## config.mk

```make
export PLATFORM = sky130hd
export DESIGN_NAME = xlat_ctrl_regs
export DESIGN_NICKNAME = d
export VERILOG_FILES = /design/src/rtl/xlat_ctrl_regs.sv
export SDC_FILE = /design/constraint.sdc
export NUM_CORES = 1
export LEC_CHECK = 0
export BUFFER_PORTS_ARGS = -buffer_cell sky130_fd_sc_hd__buf_2
export CAP_MARGIN = 0
export CELL_PAD_IN_SITES_DETAIL_PLACEMENT = 0
export CELL_PAD_IN_SITES_GLOBAL_PLACEMENT = 1
export CORE_UTILIZATION = 39
export CTS_CLUSTER_SIZE = 8
export DETAILED_ROUTE_END_ITERATION = 12
export PLACE_DENSITY_LB_ADDON = 0.1
export SLEW_MARGIN = 20
export SYNTH_ARGS = -nofsm -noshare
export SYNTH_HDL_FRONTEND = slang
export SYNTH_SLANG_ARGS = --single-unit
```

## constraint.sdc

```tcl
create_clock -name clk -period 3.7 [get_ports clk]
set_clock_uncertainty 0.15 [all_clocks]
set_input_delay 0.555 -clock clk [delete_from_list [all_inputs] [get_ports clk]]
set_output_delay 0.555 -clock clk [all_outputs]
set_load 0.02 [all_outputs]
```

## src/rtl/xlat_ctrl_regs.sv

```systemverilog
module xlat_ctrl_regs #(
  parameter int ADDR_W  = 12,
  parameter int DATA_W  = 32,
  parameter int CAUSE_W = 3
) (
  input  logic              clk,
  input  logic              rst_n,
  input  logic              reg_wr,
  input  logic [ADDR_W-1:0] reg_addr,
  input  logic [DATA_W-1:0] reg_wdata,
  output logic [DATA_W-1:0] reg_rdata,
  input  logic              flt_valid,
  input  logic [CAUSE_W-1:0] flt_cause,
  input  logic [DATA_W-1:0] flt_addr,
  output logic              xlat_en,
  output logic [DATA_W-1:0] tbl_base,
  output logic              oob_en,
  output logic              flush_pulse,
  output logic              irq
);
  localparam logic [ADDR_W-1:0] OFS_FLUSH = ADDR_W'(12'h184);
  localparam logic [ADDR_W-1:0] OFS_CFG   = ADDR_W'(12'h1AC);
  localparam logic [ADDR_W-1:0] OFS_EXC   = ADDR_W'(12'h380);
  localparam logic [ADDR_W-1:0] OFS_STAT  = ADDR_W'(12'h384);
  localparam logic [ADDR_W-1:0] OFS_CTRL  = ADDR_W'(12'h388);
  localparam logic [ADDR_W-1:0] OFS_BASE  = ADDR_W'(12'h38C);
  localparam int FLUSH_BIT = 4;
  localparam int OOB_BIT   = 28;

  logic               exc_en, flush_q;
  logic [CAUSE_W-1:0] stat_q, keep, stat_left, new_cause;
  logic [DATA_W-1:0]  flt_addr_q;

  wire wr_flush = reg_wr && reg_addr == OFS_FLUSH;
  wire wr_cfg   = reg_wr && reg_addr == OFS_CFG;
  wire wr_exc   = reg_wr && reg_addr == OFS_EXC;
  wire wr_stat  = reg_wr && reg_addr == OFS_STAT;
  wire wr_ctrl  = reg_wr && reg_addr == OFS_CTRL;
  wire wr_base  = reg_wr && reg_addr == OFS_BASE;

  assign keep      = wr_stat ? reg_wdata[CAUSE_W-1:0] : '1;
  assign stat_left = stat_q & keep;
  assign new_cause = flt_valid ? flt_cause : '0;
  assign irq       = exc_en && (|stat_q);

  always_ff @(posedge clk or negedge rst_n) begin
    if (!rst_n) begin
      xlat_en     <= 1'b0;
      tbl_base    <= '0;
      oob_en      <= 1'b0;
      exc_en      <= 1'b0;
      flush_q     <= 1'b0;
      flush_pulse <= 1'b0;
      stat_q      <= '0;
      flt_addr_q  <= '0;
    end else begin
      if (wr_ctrl) xlat_en  <= reg_wdata[0];
      if (wr_base) tbl_base <= reg_wdata;
      if (wr_cfg)  oob_en   <= reg_wdata[OOB_BIT];
      if (wr_exc)  exc_en   <= reg_wdata[0];
      if (wr_flush) flush_q <= reg_wdata[FLUSH_BIT];
      flush_pulse <= wr_flush && reg_wdata[FLUSH_BIT] && !flush_q;
      stat_q <= stat_left | new_cause;
      if ((|new_cause) && !(|stat_left)) flt_addr_q <= flt_addr;
    end
  end

  always_comb begin
    reg_rdata = '0;
    unique case (reg_addr)
      OFS_FLUSH: reg_rdata[FLUSH_BIT]   = flush_q;
      OFS_CFG:   reg_rdata[OOB_BIT]     = oob_en;
      OFS_EXC:   reg_rdata              = flt_addr_q;
      OFS_STAT:  reg_rdata[CAUSE_W-1:0] = stat_q;
      OFS_CTRL:  reg_rdata[0]           = xlat_en;
      OFS_BASE:  reg_rdata              = tbl_base;
      default:   reg_rdata              = '0;
    endcase
  end

  wire wr_undef = reg_wr && !(wr_flush || wr_cfg || wr_exc || wr_stat || wr_ctrl || wr_base);

  AST_CTRL_WRITE: assert property (@(posedge clk) disable iff (!rst_n)
    wr_ctrl |=> xlat_en == $past(reg_wdata[0]));
  AST_BASE_WRITE: assert property (@(posedge clk) disable iff (!rst_n)
    wr_base |=> tbl_base == $past(reg_wdata));
  AST_STAT_CLEAR: assert property (@(posedge clk) disable iff (!rst_n)
    (wr_stat && reg_wdata[CAUSE_W-1:0] == '0 && !flt_valid) |=> reg_rdata == '0 || reg_addr != OFS_STAT);
  AST_FIRST_FAULT_KEPT: assert property (@(posedge clk) disable iff (!rst_n)
    ((|stat_q) && !wr_stat) |=> $stable(flt_addr_q));
  AST_IRQ_NEEDS_STATUS: assert property (@(posedge clk) disable iff (!rst_n)
    $rose(irq) |-> $past(flt_valid && (|flt_cause)) || $past(wr_exc));
  AST_FLUSH_ONE_CYCLE: assert property (@(posedge clk) disable iff (!rst_n)
    flush_pulse |=> !flush_pulse);
  AST_FLUSH_CAUSE: assert property (@(posedge clk) disable iff (!rst_n)
    flush_pulse |-> $past(wr_flush && reg_wdata[FLUSH_BIT]));
  AST_UNDEF_IGNORED: assert property (@(posedge clk) disable iff (!rst_n)
    wr_undef |=> $stable(xlat_en) && $stable(tbl_base) && $stable(oob_en) && !flush_pulse);
endmodule

```

* Word level (Yosys, flattened, before mapping) *
Cells that the tools add are included.

storage, ports and cells
  memories kept = 0
  word-level logic and storage cells = 40
  flip-flop bits (word level) = 72
  bits of input ports = 83
  bits in latches = 0
  output and inout bits = 68
  memory bits (writable) = 0
  memory bits (read-only) = 0

cells by class
  eq/ne operators = 6
  mux-type cells = 9
  multipliers = 0
  bitwise gates (word level) = 2
  magnitude comparators = 0
  divide/modulo/power cells = 0
  reduce and logical (&&, ||, !) cells = 15
  shifts and indexed selects = 0
  add/subtract/negate cells = 0

operators by type and width
  cell                                                                      count
  12-bit by 10-bit equality test with 1-bit output (second input constant)  4
  23-bit case mux with 2 select lines                                       1
  12-bit by 9-bit equality test with 1-bit output (second input constant)   2
  1-bit logical AND                                                         10
  3-bit OR reduction                                                        3
  3-bit 2-to-1 mux                                                          2
  1-bit case mux with 3 select lines                                        2
  2-bit case mux with 3 select lines                                        1
  3-bit case mux with 2 select lines                                        1
  1-bit case mux with 4 select lines                                        1
  3-bit AND                                                                 1
  3-bit bitwise OR                                                          1
  1-bit logical NOT                                                         2
  1-bit case mux with 2 select lines                                        1

* Depth between registers and ports, before layout *
  word-level depth = 7
  mapped depth = 6

* Worst setup path before layout *
No wires, ideal clock.

  path kind = input to output
  from = in reg_addr[6]
  to = out reg_rdata[10]
  slack = 1.154 ns
  cell stages on the path = 5
  data required time = 2.995 ns
  arrival time = 1.841 ns
  path through = nor4b_4 > nand3_2 > nor3_1 > clkbuf_1 > a22o_1

between the ends
  longest elaborated chain between the ends = 2
  elaborated cells on any way between the ends = 3

RTL lines
  element                                           line  source
  start: declaration                                9     input logic [ADDR_W-1:0] reg_addr,
  12-bit by 10-bit equality test with 1-bit output  70    unique case (reg_addr)
  23-bit case mux with 2 select lines (*)           70
  end: declaration                                  11    output logic [DATA_W-1:0] reg_rdata,

Mark *: on every way between the ends. The rest lies on a longest branch, timed or not.

* Worst setup path after layout *
  from = in reg_addr[6]
  to = out reg_rdata[6]

The elaborated chain is that of the path after synthesis.

==> reports/qor.yml <==
pwr:
  total_power_mw: 1.640
  p_sw_uw: 380.8
  swShare_pct: 23.22
  clkPwrFrac_pct: 38.6
  cellPowerDensity_mw_per_mm2: 371.9
  pwr-share-comb_pct: 9.0
  ir_drop_mv: 0.1594
  internal_power_mw: 1.259
  seq_power_share_pct: 52.4
  power_leakage_nw: 2.538
yosys:
  syn_avg_cell_area_sq_um: 14.67
  yosys.area.top_type: "dfrtp_1"
  synthArstFlopShare_pct: 100.0
  synth-seq-area-share_pct: 53.87
  netlist_instances: 228
  synth_top_area_share_pct: 53.87
  yosys_register_bits: 72
  yosysMostFrequentCell: "dfrtp_1"
  post_synth_most_frequent_cells: "dfrtp_1, mux2_1, mux2_4"
  synthTopCellsByArea: "dfrtp_1, mux2_4, mux2_1"
  syn_area_sq_mm: 0.003344
  yosys_warnings: 0
  synth_edf_count: 0
  synth.distinct_cells: 32
  synth_ff_type: "dfrtp_1"
  syn-num-nets: 311
worst_setup_path:
  cp-end-kind: "output pin"
  critical_path_arrival_ns: 2.15
  crit_type: "in2out"
  crit_fanout: 28
  startpoint_type: "input port"
  required_ns: 2.99
clocking:
  htreeDepth: 3
  cts_buffers: 9
  cts_root_buffer: "clkbuf_8"
  clkSlewWorstSetupHoldPaths_ns: 0.08
  cts.sinks: 72
  clockBufferDepth: 2
  cts_hold_buf: 0
  ctsResizeCount: 0
  cts_tree: "done"
  clock_latency_ns: 0.33
  post-cts-setup-buffers: 0
global_routing:
  grt_first_pass_wirelength_um: 12200
  grt_pass1_vias: 2442
  overflow: 0
  grt_util_all_layers_pct: 18.10
  antenna_found_initial: 0
  grt_max_degree: 73
finish:
  multi_input_area_sq_mm: 0.001464
  layout.nets: 463
  area_growth_pct: 31.84
  utilization_pct: 53.39
  antenna_cells: 0
  fill_cells: 750
  final_cell_area_sq_mm: 0.004409
  seq_area_sq_mm: 0.001802
  drive_gt1_share_pct: 56.88
detailed_routing:
  drt_iter0_drc: 62
  viasPerCell: 5.071
  drt-total-wl_um: 7735
  drt-wirelength-per-cell_um: 15.79
  dr.pass1.iters: 4
  drc: 0
  num_vias: 2485
  ant_nets: 0
floorplan:
  die_x_um: 94.61
  rows: 33
  core_sq_mm: 0.008258
  start_util_pct: 40.50
  ios: 151
  die_h_um: 94.61
  dieArea_sq_mm: 0.008950
timing:
  hold_viol_final: 0
  drv_slew: 0
  setup_violations: 0
  min_period_ns: 2.852
  setup_ws_ns: 0.8478
  fin_crit_sh_pct: 77.09
  relSlewSlack_pct: 39.45
  rsz0062_at_grt: "no"
  fmax_ghz: 0.3506
  fin_tns_setup_ns: 0
  worst_slew_pin_slew_ns: 0.9083
placement:
  pre_cts_ws_ns: 0.8271
  portBuffers: 150
  gp_congestion: 0.6720
  hpwl_um: 5431
  placed_cell_area_sq_mm: 0.004204
run_status:
  outcome: "finished clean"
flow_run:
  cap_violations: 0
worst_hold_path:
  min_path_type: "in2async"
## per-stage QoR
stage               cells  hold slack [ns]
floorplan             228           0.1094
global placement      474           0.2877
detailed placement    474           0.2903
CTS                   490           0.2254
global route          490           0.2482
finish                490           0.1879
## worst max-delay path: stages
cell and delay [ns]:
buf_2 0.11, nor4b_4 0.35, nand3_2 0.19, nor2_2 0.20
buf_4 0.36, a22o_1 0.21, buf_2 0.17
## cell families (layout without fill, tap and decap cells)
group	after synthesis	in the layout	synth area share, %
AOI/OAI and AO/OA	36	36	9.353
buffers and inverters	15	172	2.581
DFF	72	72	53.87
muxes	71	71	27.53
and+or+nand+nor	34	34	6.659
## power by group through the flow
stage | sequential, mW | combinational [mW] | clock, mW
final | 0.859 | 0.148 | 0.633
after global routing | 0.865 | 0.163 | 0.694
after CTS | 0.859 | 0.151 | 0.653
after detailed placement | 0.875 | 0.150 | 0
after global placement | 0.874 | 0.148 | 0
after floorplan | 0.867 | 0.0778 | 0
## layout by cell type (no fill, tap or decap), types with 2 or more instances in the layout
master,count
nor2_1,5
mux2_4,30
nor3_1,2
nand2_1,12
dfrtp_1,72
o31a_1,2
clkbuf_8,10
clkinvlp_4,2
buf_4,5
mux2_1,30
mux2_2,8
mux2i_1,2
a22o_1,27
a31oi_1,2
o21ai_2,3
buf_2,149
## path summary, 6_finish.rpt
check                           slack [ns]  cells after the start          start       endpoint
worst max register to register        1.94                      4      stat_q[2]  flt_addr_q[0]
max in group asynchronous             2.60                      1          rst_n    tbl_base[1]
worst min-delay path                  0.19                      1          rst_n   tbl_base[30]
worst max-delay path                  0.85                      7    reg_addr[6]   reg_rdata[6]
worst min register to register        0.29                      1        flush_q    flush_pulse
min in group clk                      0.28                      2  reg_wdata[30]   tbl_base[30]
## area by class of cell
class	count	share of cell area, %
inverter	1	0.08513
timing repair buffer	155	18.22
clock inverter	6	1.532
clock buffer	10	3.121
sequential	72	40.86
tap	105	2.980
multi-input combinational	141	33.20
## state kept, by name, indices dropped and copies added, names as in the netlist
name / flops
xlat_en: 1
flush_q: 1
exc_en: 1
flt_addr_q: 32
flush_pulse: 1
oob_en: 1
stat_q: 3
tbl_base: 32
## layer usage
metal	up-vias	share of wire, %	global-route usage (%)
met5	-	0	0
met3	11	6.9	4.589
li1	1166	-	-
met2	88	47	28.60
met1	1220	45	24.21
met4	0	1.2	6.061
Note: power is estimated with default switching activity, not from simulation.
